### src/rtl/tmr_pkg.sv
// Shared definitions for the divider/timer block: register selects and
// the prescaler bit that each rate select taps.
package tmr_pkg;

    typedef enum logic [1:0] {
        REG_DIV = 2'd0,
        REG_CNT = 2'd1,
        REG_MOD = 2'd2,
        REG_CTL = 2'd3
    } reg_sel_e;

    localparam int NUM_RATES = 4;
    localparam int SEL_W     = 2;
    localparam int CTL_W     = 3;
    localparam int EN_BIT    = 2;

    // Prescaler bit whose toggle marks one counter period for a select value.
    function automatic int rate_tap(input int sel);
        case (sel)
            0:       return 10;
            1:       return 4;
            2:       return 6;
            default: return 8;
        endcase
    endfunction

endpackage

### src/rtl/tmr_prescaler.sv
// Free-running prescaler. It advances by 1 (or by 2 in fast mode) on each
// enabled tick, shows its upper bits as the divider, and flags, for each
// rate tap, the ticks on which that tap bit toggles.
// Assumes that the step (at most 2) is below 2**tap for every tap, so that
// no tap can wrap twice in one tick.
module tmr_prescaler
    import tmr_pkg::*;
#(
    parameter int PRE_W = 16,
    parameter int DIV_W = 8
) (
    input  logic                 clk,
    input  logic                 rst_n,
    input  logic                 tick_i,
    input  logic                 fast_i,
    input  logic                 clr_i,
    output logic [DIV_W-1:0]     div_o,
    output logic [NUM_RATES-1:0] rate_hit_o
);

    localparam int DIV_LSB = PRE_W - DIV_W;

    logic [PRE_W-1:0] pre_q;
    logic [PRE_W-1:0] pre_step;
    logic [PRE_W-1:0] pre_nx;

    // Step size and candidate next value of the prescaler.
    always_comb begin
        pre_step = fast_i ? PRE_W'(2) : PRE_W'(1);
        pre_nx   = pre_q + pre_step;
    end

    // Prescaler register: a clear beats a tick.
    always_ff @(posedge clk) begin
        if (!rst_n) begin
            pre_q <= '0;
        end else if (clr_i) begin
            pre_q <= '0;
        end else if (tick_i) begin
            pre_q <= pre_nx;
        end
    end

    // One edge detector per rate tap.
    generate
        for (genvar g = 0; g < NUM_RATES; g++) begin : g_tap
            localparam int TAP = rate_tap(g);
            assign rate_hit_o[g] = tick_i && !clr_i && (pre_nx[TAP] != pre_q[TAP]);
        end
    endgenerate

    assign div_o = pre_q[PRE_W-1:DIV_LSB];

    // A divider write leaves the prescaler at zero on the next clock.
    assert_div_clear_R4: assert property (@(posedge clk) disable iff (!rst_n)
        clr_i |=> (pre_q == '0));

    // Without a tick or a clear, the prescaler holds.
    assert_idle_hold_R10: assert property (@(posedge clk) disable iff (!rst_n)
        (!tick_i && !clr_i) |=> $stable(pre_q));

    // A tick with no clear moves the prescaler.
    assert_tick_moves_R2: assert property (@(posedge clk) disable iff (!rst_n)
        (tick_i && !clr_i) |=> !$stable(pre_q));

endmodule

### src/rtl/tmr_counter.sv
// Interval counter with its modulo reload register and control register.
// It counts on the selected rate hit while enabled, reloads on overflow and
// registers a one-clock interrupt request.
// Assumes that at most one of the write strobes is high in any cycle.
module tmr_counter
    import tmr_pkg::*;
#(
    parameter int CNT_W = 8
) (
    input  logic                 clk,
    input  logic                 rst_n,
    input  logic [NUM_RATES-1:0] rate_hit_i,
    input  logic                 wr_cnt_i,
    input  logic                 wr_mod_i,
    input  logic                 wr_ctl_i,
    input  logic [CNT_W-1:0]     wr_data_i,
    output logic [CNT_W-1:0]     cnt_o,
    output logic [CNT_W-1:0]     mod_o,
    output logic [CTL_W-1:0]     ctl_o,
    output logic                 irq_o
);

    logic [CNT_W-1:0] cnt_q;
    logic [CNT_W-1:0] mod_q;
    logic [CTL_W-1:0] ctl_q;
    logic             irq_q;
    logic             inc;
    logic             wrap;
    logic [CNT_W-1:0] mod_nx;

    // Increment and overflow decode; the reload sees a same-cycle modulo write.
    always_comb begin
        inc    = ctl_q[EN_BIT] && rate_hit_i[ctl_q[SEL_W-1:0]];
        wrap   = inc && (cnt_q == '1);
        mod_nx = wr_mod_i ? wr_data_i : mod_q;
    end

    // Counter: a software write beats reload, and reload beats increment.
    always_ff @(posedge clk) begin
        if (!rst_n) begin
            cnt_q <= '0;
        end else if (wr_cnt_i) begin
            cnt_q <= wr_data_i;
        end else if (wrap) begin
            cnt_q <= mod_nx;
        end else if (inc) begin
            cnt_q <= cnt_q + 1'b1;
        end
    end

    // Modulo and control registers.
    always_ff @(posedge clk) begin
        if (!rst_n) begin
            mod_q <= '0;
            ctl_q <= '0;
        end else begin
            mod_q <= mod_nx;
            if (wr_ctl_i) begin
                ctl_q <= wr_data_i[CTL_W-1:0];
            end
        end
    end

    // Interrupt request, suppressed when a counter write wins the cycle.
    always_ff @(posedge clk) begin
        if (!rst_n) begin
            irq_q <= 1'b0;
        end else begin
            irq_q <= wrap && !wr_cnt_i;
        end
    end

    assign cnt_o = cnt_q;
    assign mod_o = mod_q;
    assign ctl_o = ctl_q;
    assign irq_o = irq_q;

    // The request never lasts longer than one clock.
    assert_irq_single_R7: assert property (@(posedge clk) disable iff (!rst_n)
        irq_q |=> !irq_q);

    // While a request is high, the counter holds the reload value.
    assert_irq_reload_R9: assert property (@(posedge clk) disable iff (!rst_n)
        irq_q |-> (cnt_q == mod_q));

    // A counter write is stored and silences the interrupt.
    assert_cnt_write_wins_R8: assert property (@(posedge clk) disable iff (!rst_n)
        wr_cnt_i |=> ((cnt_q == $past(wr_data_i)) && !irq_q));

    // A disabled timer holds its counter.
    assert_hold_when_off_R5: assert property (@(posedge clk) disable iff (!rst_n)
        (!ctl_q[EN_BIT] && !wr_cnt_i) |=> $stable(cnt_q));

endmodule

### src/rtl/tmr_div_top.sv
// Divider and interval timer top. It decodes the single write port into
// per-register strobes and joins the prescaler to the interval counter.
// Assumes that tick_i and fast_i are synchronous to clk.
module tmr_div_top
    import tmr_pkg::*;
#(
    parameter int PRE_W = 16,
    parameter int DIV_W = 8,
    parameter int CNT_W = 8
) (
    input  logic             clk,
    input  logic             rst_n,
    input  logic             tick_i,
    input  logic             fast_i,
    input  logic             wr_en_i,
    input  logic [1:0]       wr_addr_i,
    input  logic [CNT_W-1:0] wr_data_i,
    output logic [DIV_W-1:0] div_o,
    output logic [CNT_W-1:0] cnt_o,
    output logic [CNT_W-1:0] mod_o,
    output logic [CTL_W-1:0] ctl_o,
    output logic             irq_o
);

    reg_sel_e             sel;
    logic                 wr_div;
    logic                 wr_cnt;
    logic                 wr_mod;
    logic                 wr_ctl;
    logic [NUM_RATES-1:0] rate_hit;

    // Write-port decode into one strobe per register.
    always_comb begin
        sel    = reg_sel_e'(wr_addr_i);
        wr_div = wr_en_i && (sel == REG_DIV);
        wr_cnt = wr_en_i && (sel == REG_CNT);
        wr_mod = wr_en_i && (sel == REG_MOD);
        wr_ctl = wr_en_i && (sel == REG_CTL);
    end

    tmr_prescaler #(
        .PRE_W (PRE_W),
        .DIV_W (DIV_W)
    ) u_pre (
        .clk        (clk),
        .rst_n      (rst_n),
        .tick_i     (tick_i),
        .fast_i     (fast_i),
        .clr_i      (wr_div),
        .div_o      (div_o),
        .rate_hit_o (rate_hit)
    );

    tmr_counter #(
        .CNT_W (CNT_W)
    ) u_cnt (
        .clk        (clk),
        .rst_n      (rst_n),
        .rate_hit_i (rate_hit),
        .wr_cnt_i   (wr_cnt),
        .wr_mod_i   (wr_mod),
        .wr_ctl_i   (wr_ctl),
        .wr_data_i  (wr_data_i),
        .cnt_o      (cnt_o),
        .mod_o      (mod_o),
        .ctl_o      (ctl_o),
        .irq_o      (irq_o)
    );

endmodule

### config.mk
export PLATFORM = sky130hd
export DESIGN_NAME = tmr_div_top
export DESIGN_NICKNAME = d
export VERILOG_FILES = /design/src/rtl/tmr_pkg.sv /design/src/rtl/tmr_prescaler.sv /design/src/rtl/tmr_counter.sv /design/src/rtl/tmr_div_top.sv
export SDC_FILE = /design/constraint.sdc
export NUM_CORES = 1
export LEC_CHECK = 0
export ABC_AREA = 0
export BUFFER_PORTS_ARGS = -buffer_cell sky130_fd_sc_hd__buf_2
export CORE_UTILIZATION = 53
export DETAILED_ROUTE_END_ITERATION = 10
export GPL_ROUTABILITY_DRIVEN = 1
export GPL_TIMING_DRIVEN = 0
export PLACE_DENSITY = 0.79
export SETUP_SLACK_MARGIN = 0.5
export SYNTH_ARGS = -nofsm -noshare
export SYNTH_HDL_FRONTEND = slang
export SYNTH_SLANG_ARGS = --single-unit
### constraint.sdc
create_clock -name clk -period 2.46 [get_ports clk]
set_clock_uncertainty 0.05 [all_clocks]
set_input_delay 0 -clock clk [delete_from_list [all_inputs] [get_ports clk]]
set_output_delay 0 -clock clk [all_outputs]
set_load 0.05 [all_outputs]
======== Word-level counts from Yosys, hierarchy flattened ========
Index checks and enable logic that the tools add are counted.
word-level totals
  logic and storage cells ................. 41
  register bits ........................... 36
  bits of input ports ..................... 15
  output and inout port bits .............. 28
operators by class
  eq/ne operators ......................... 8
  add/sub/neg operators ................... 2
  bitwise operators ....................... 1
  magnitude comparators ................... 1
  mux-type cells .......................... 7
  reduce and logical (&&, ||, !) cells .... 17
operator list
  operator               count
  $mux W8                4
  $add A16 B16 Y16       1
  $logic_and A1 B1 Y1    12
  $add A8 B1 Y8 const B  1
  $eq A8 B8 Y1 const B   1
  $eq A2 B2 Y1 const B   2
  $ne A1 B1 Y1           4
  $lt A2 B3 Y1 const B   1
  $reduce_bool A3 Y1     1
  $bmux W1 S2            1
  $eq A2 B1 Y1 const B   1
  $logic_not A1 Y1       2
  $logic_not A2 Y1       1
  $mux W2                1
  $reduce_or A2 Y1       1
  $mux W1                1
  $not A1 Y1             1

======== Depth between registers and ports, before layout ========
  word-level depth ........................ 11
  depth in mapped cells ................... 9
  gate-level depth less buffers ........... 8

======== Modules after synthesis ========
Synthesis repeated with hierarchy kept, for this count alone.
unflattened totals
  cells, all modules ...................... 224
  area total of the unflattened synthesis .. 1,995.7 µm²
by module, submodules not included
  module         instances  area an instance (µm²)  cells an instance  sequential area each (µm²)
  tmr_counter    1          1,088.5                 118                400.4
  tmr_prescaler  1          869.6                   102                320.3
  tmr_div_top    1          37.5                    4                  0.0

======== Worst setup path before layout ========
OpenSTA, ideal clock, no wires.
  path kind ............................... register to register
  from .................................... register u_cnt.cnt_q[0] (netlist: u_cnt.cnt_o[0])
  to ...................................... register u_cnt.cnt_q[0] (netlist: u_cnt.cnt_o[0])
  stages on the path, launching flop included .. 7
  setup time .............................. 0.086 ns
  arrival time ............................ 1.838 ns
  period minus slack after synthesis ...... 1.974 ns
  setup slack ............................. 0.486 ns
  path buffers ............................ 1
  cells stage by stage .................... dfxtp_1 ha_1 clkbuf_1 nand4_2 mux2i_1 mux2i_1 a211oi_1
between the ends
  word-level cells in the longest chain between the ends .. 4
  elaborated cells between the ends (all ways) .. 7
  those cells by class .................... 1 x add/sub; 1 x eq/ne; 3 x mux; 2 x reduce/logical
RTL lines
  what                                                   line                                  RTL
  start, declared                                        tmr_counter.sv:23                     logic [CNT_W-1:0] cnt_q;
  start signal, assigned                                 tmr_counter.sv:43                     cnt_q <= wr_data_i;
  start signal, assigned                                 tmr_counter.sv:45                     cnt_q <= mod_nx;
  start signal, assigned                                 tmr_counter.sv:47                     cnt_q <= cnt_q + 1'b1;
  $add A8 B1 Y8 / $eq A8 B8 Y1 (equally long branches)   tmr_counter.sv:47, tmr_counter.sv:34
  $mux W8 / $logic_and A1 B1 Y1 (equally long branches)  tmr_counter.sv:46, tmr_counter.sv:34
  $mux W8                                                tmr_counter.sv:44                     end else if (wrap) begin
  $mux W8                                                tmr_counter.sv:42                     end else if (wr_cnt_i) begin
Parallel ways exist; a longest one is shown, timed or not. The select of a mux whose other input is x is not followed.
A chain may end at the register's enable or synchronous reset.

======== Worst setup path in the final report ========
  from .................................... register u_pre.pre_q[0]
  to ...................................... register u_cnt.cnt_q[0] (netlist: u_cnt.cnt_o[0])
between the ends
  word-level cells in the longest chain between the ends .. 9
  elaborated cells between the ends (all ways) .. 16
  those cells by class .................... 1 x add/sub; 4 x eq/ne; 4 x mux; 7 x reduce/logical
RTL lines
  what                             line                 RTL
  start, declared                  tmr_prescaler.sv:23  logic [PRE_W-1:0] pre_q;
  start signal, assigned           tmr_prescaler.sv:40  pre_q <= pre_nx;
  $add A16 B16 Y16 *               tmr_prescaler.sv:30  pre_nx = pre_q + pre_step;
  $ne A1 B1 Y1                     tmr_prescaler.sv:48  assign rate_hit_o[g] = tick_i && !clr_i && (pre_nx[TAP] != pre_q[TAP]);
  $logic_and A1 B1 Y1              tmr_prescaler.sv:48
  $bmux W1 S2 *                    tmr_counter.sv:33    inc = ctl_q[EN_BIT] && rate_hit_i[ctl_q[SEL_W-1:0]];
  $mux W1 (implied by the code) *  tmr_counter.sv:33
  $logic_and A1 B1 Y1 *            tmr_counter.sv:33
  $logic_and A1 B1 Y1              tmr_counter.sv:34    wrap = inc && (cnt_q == '1);
  $mux W8                          tmr_counter.sv:44
  $mux W8                          tmr_counter.sv:42
Mark *: on every way between the ends. The rest lies on a longest branch, timed or not. The select of a mux whose other input is x is not followed.

==> metrics.cfg <==
[run_status]
result_of_the_run=complete, no violations

[critical_path]
crit_path_max_fanout=8
worst_setup_path_end_kind=register
worst_setup_path_start_kind=register
timing.critical_path.cells=ha_4 -> fa_2 -> and4_4 -> and3_4 -> nand2_4 -> buf_8 -> mux2i_1 -> a211oi_1
cp.required_ps=2630
worst-setup-path-type=register to register
slowest_delay_ps=380
cp.arrival_ps=2040
cpMaxStageDelayCell=sky130_fd_sc_hd__fa_2

[yosys]
yosys.area_share.adder_pct=3.119
dominantRegCellSynth=sky130_fd_sc_hd__dfxtp_1
postSynth.asyncResetShare_pct=0
synth_mux_area_share_pct=10.85
synthesis.nets=225
synth_xor_area_share_pct=7.119
dominant_combinational_cell_family_by_area_after_synthesis=simple AND/OR/NAND/NOR gates
number_of_distinct_library_cells_after_synthesis=41
synth_warnings=0
post_synthesis_share_of_cell_area_spent_on_and_or_nand_and_nor_gates_pct=23.73
synth_enable_flop_cells=0
compound_gate_fraction_of_synth_area_pct=8.542
yosysSeqAreaShare_pct=39.05
syn_inst=206
synthesis.area_per_instance_um2=8.959
synth.cell_area_mm2=0.001846
synth.ff_latch_count=36

[place]
placement.io_buffers=42
routabilityCongestion=0.8342
detailedPlacementHpwl_um=2840
post-place-cells=294
place_ws_ps=413.2

[layout]
fillerInstances=275
post_route_cells_drive_above_1_share_pct=27.88
insertedDiodeCount=0
layout_common_cells=sky130_fd_sc_hd__buf_2 (43), sky130_fd_sc_hd__nor2_1 (35), sky130_fd_sc_hd__dfxtp_1 (34)
finalNetCount=287
utilization_pct=69.93
finalNonFillerCells=315
syn2layout_area_growth_pct=26.44
most_common_library_cell_in_the_layout_ignoring_fill_and_taps=sky130_fd_sc_hd__buf_2

[floorplan]
dieHeight_um=61.01
fp.coreArea_mm2=0.003337
dieArea_mm2=0.003722
floorplan.io_pins=43
row_count=21
die-width_um=61.01
starting_utilization_of_the_core_area_pct=55.31

[clock_network]
clockRootBuffer=sky130_fd_sc_hd__clkbuf_4
cts_tree=yes
htree_num_levels=2
cts.sinks=36
clock_latency_ps=350
cts_bufs_inserted=5
clock_path_buffers=2
clkTransAtPathRegs_ps=110

[sta]
final_cycle_share_pct=76.08
report.final.slew_viol_count=0
finalWorstPathRequiredPeriod_ps=1872
hold_violations=0
achievable-frequency_mhz=534.3
finalSetupTns_ps=0
timing.final.setup_violations=0
rsz0062_at_grt=true
tightestPinTransition_ps=530.9
setup_ws_ps=588.5
max_slew_margin_pct=64.60
finalHoldWorstSlack_ps=18.83

[routing]
drt_iter0_drc=95
drcViolationCount=0
num_vias=1681
route.detailed.vias_per_inst=5.337
drt_pre_antenna_iters=4
detail_route.wirelength_um=3986
post_drt_wl_per_cell_um=12.65
detail-route-antenna-nets=0

[grt]
grt_antenna_before_repair=0
track_usage_pct=23.88
grt_start_max_net_pins=12
grt_pass1_wl_um=6506
globalRoute.totalOverflow=0
first_global_vias=1463

[worst_hold_path]
hold_class=input pin to register

[power_and_ir_drop]
p_leak_nw=1.130
power_density_relative_to_cell_area_mw_per_mm2=474.8
power.ir.vdd_worst_uv=282.9

[run]
count_of_max_cap_constraint_violations=0

==> state kept, by name, summed over array words and instances (netlist names) <==
name / cells
u_pre.pre_q: 16
u_cnt.cnt_o: 8
u_cnt.mod_o: 8
u_cnt.ctl_o: 3
u_cnt.irq_o: 1
==> logic make-up after synthesis <==
group	after synthesis
compound gates	22
xor+xnor	15
fa+ha+maj	4
buf+inv	23
flops	36
mux	20
simple gates	86
==> critical path, delay by kind of cell (launching register included) <==
family	cells	cell delay, ps
buffers and inverters	1	120
adder cells (fa/ha/maj)	2	540
AO/OA/AOI/OAI	1	80
flip-flops	1	340
AND/OR/NAND/NOR	3	420
multiplexers	1	190
==> cell usage after synthesis (2+ instances only) <==
cell,n,area (µm²)
sky130_fd_sc_hd__a211oi_1,3,22.52
sky130_fd_sc_hd__a21oi_1,5,25.02
sky130_fd_sc_hd__a41oi_1,2,17.52
sky130_fd_sc_hd__and4_1,3,26.28
sky130_fd_sc_hd__buf_4,8,60.06
sky130_fd_sc_hd__clkbuf_1,3,11.26
sky130_fd_sc_hd__dfxtp_1,36,720.7
sky130_fd_sc_hd__ha_1,3,37.54
sky130_fd_sc_hd__inv_1,8,30.03
sky130_fd_sc_hd__mux2i_1,20,200.2
sky130_fd_sc_hd__nand2_1,12,45.04
sky130_fd_sc_hd__nand3_1,15,75.07
sky130_fd_sc_hd__nand3b_1,2,15.01
sky130_fd_sc_hd__nand4_1,5,31.28
sky130_fd_sc_hd__nor2_1,35,131.4
sky130_fd_sc_hd__nor4_1,2,12.51
sky130_fd_sc_hd__o211ai_1,2,15.01
sky130_fd_sc_hd__o21ai_0,4,20.02
sky130_fd_sc_hd__o31ai_1,2,15.01
sky130_fd_sc_hd__or3_1,2,12.51
sky130_fd_sc_hd__xnor2_1,4,35.03
sky130_fd_sc_hd__xor2_1,11,96.34
==> worst paths after layout <==
check                                from                            to  slack [ps]  cells after the start
max           u_pre.pre_q[0]$_SDFFE_PP0P_   u_cnt.cnt_o[0]$_SDFFE_PN0P_         590                      8
min                                 rst_n   u_cnt.cnt_o[4]$_SDFFE_PN0P_          20                      3
max reg2reg   u_pre.pre_q[0]$_SDFFE_PP0P_   u_cnt.cnt_o[0]$_SDFFE_PN0P_         590                      8
min reg2reg  u_pre.pre_q[13]$_SDFFE_PP0P_  u_pre.pre_q[13]$_SDFFE_PP0P_         460                      2
==> report_power, final <==
group          switching, W  internal (W)  total, W  leakage [nW]
logic              0.000101     0.0000584  0.000160         0.799
registers         0.0000161      0.000599  0.000615         0.293
clock network      0.000198      0.000136  0.000334        0.0380
total              0.000315      0.000793   0.00111          1.13
==> repair_timing <==
item,CTS,global route
hold buffers,10,0
endpoints found under the setup margin,4,13
endpoints found under the hold margin,22,0
setup buffers,2,1
gates resized for setup,2,6
pin swaps,0,5
==> per-layer routing <==
layer	share of wire, %	vias to the layer above	track usage, %	wire length (µm)
met1	48	785	33.11	1914
li1	-	841	-	-
met5	0	-	0	0
met2	45	48	36.42	1780
met3	5.5	7	5.252	221
met4	1.7	0	9.416	69
==> area by class of cell <==
type                    count  area, µm²  area share (%)
inverters                   8      30.03           1.287
clock inverters             2      10.01          0.4290
multi-input cells         147       1015           43.49
repair buffers             55      332.8           14.26
plain buffers              15      113.9           4.879
well taps                  46      57.56           2.466
flip-flops and latches     36      723.2           30.99
clock buffers               6      51.30           2.198
==> through the flow <==
step / power, W / cell area, µm²
3_3_place_gp: 0.0007676 / 2115
3_5_place_dp: 0.0007704 / 2115
6_report: 0.001108 / 2333
5_1_grt: 0.001153 / 2333
2_1_floorplan: 0.0007242 / 1847
4_1_cts: 0.001106 / 2295
Note: power is estimated with default switching activity, not from simulation.
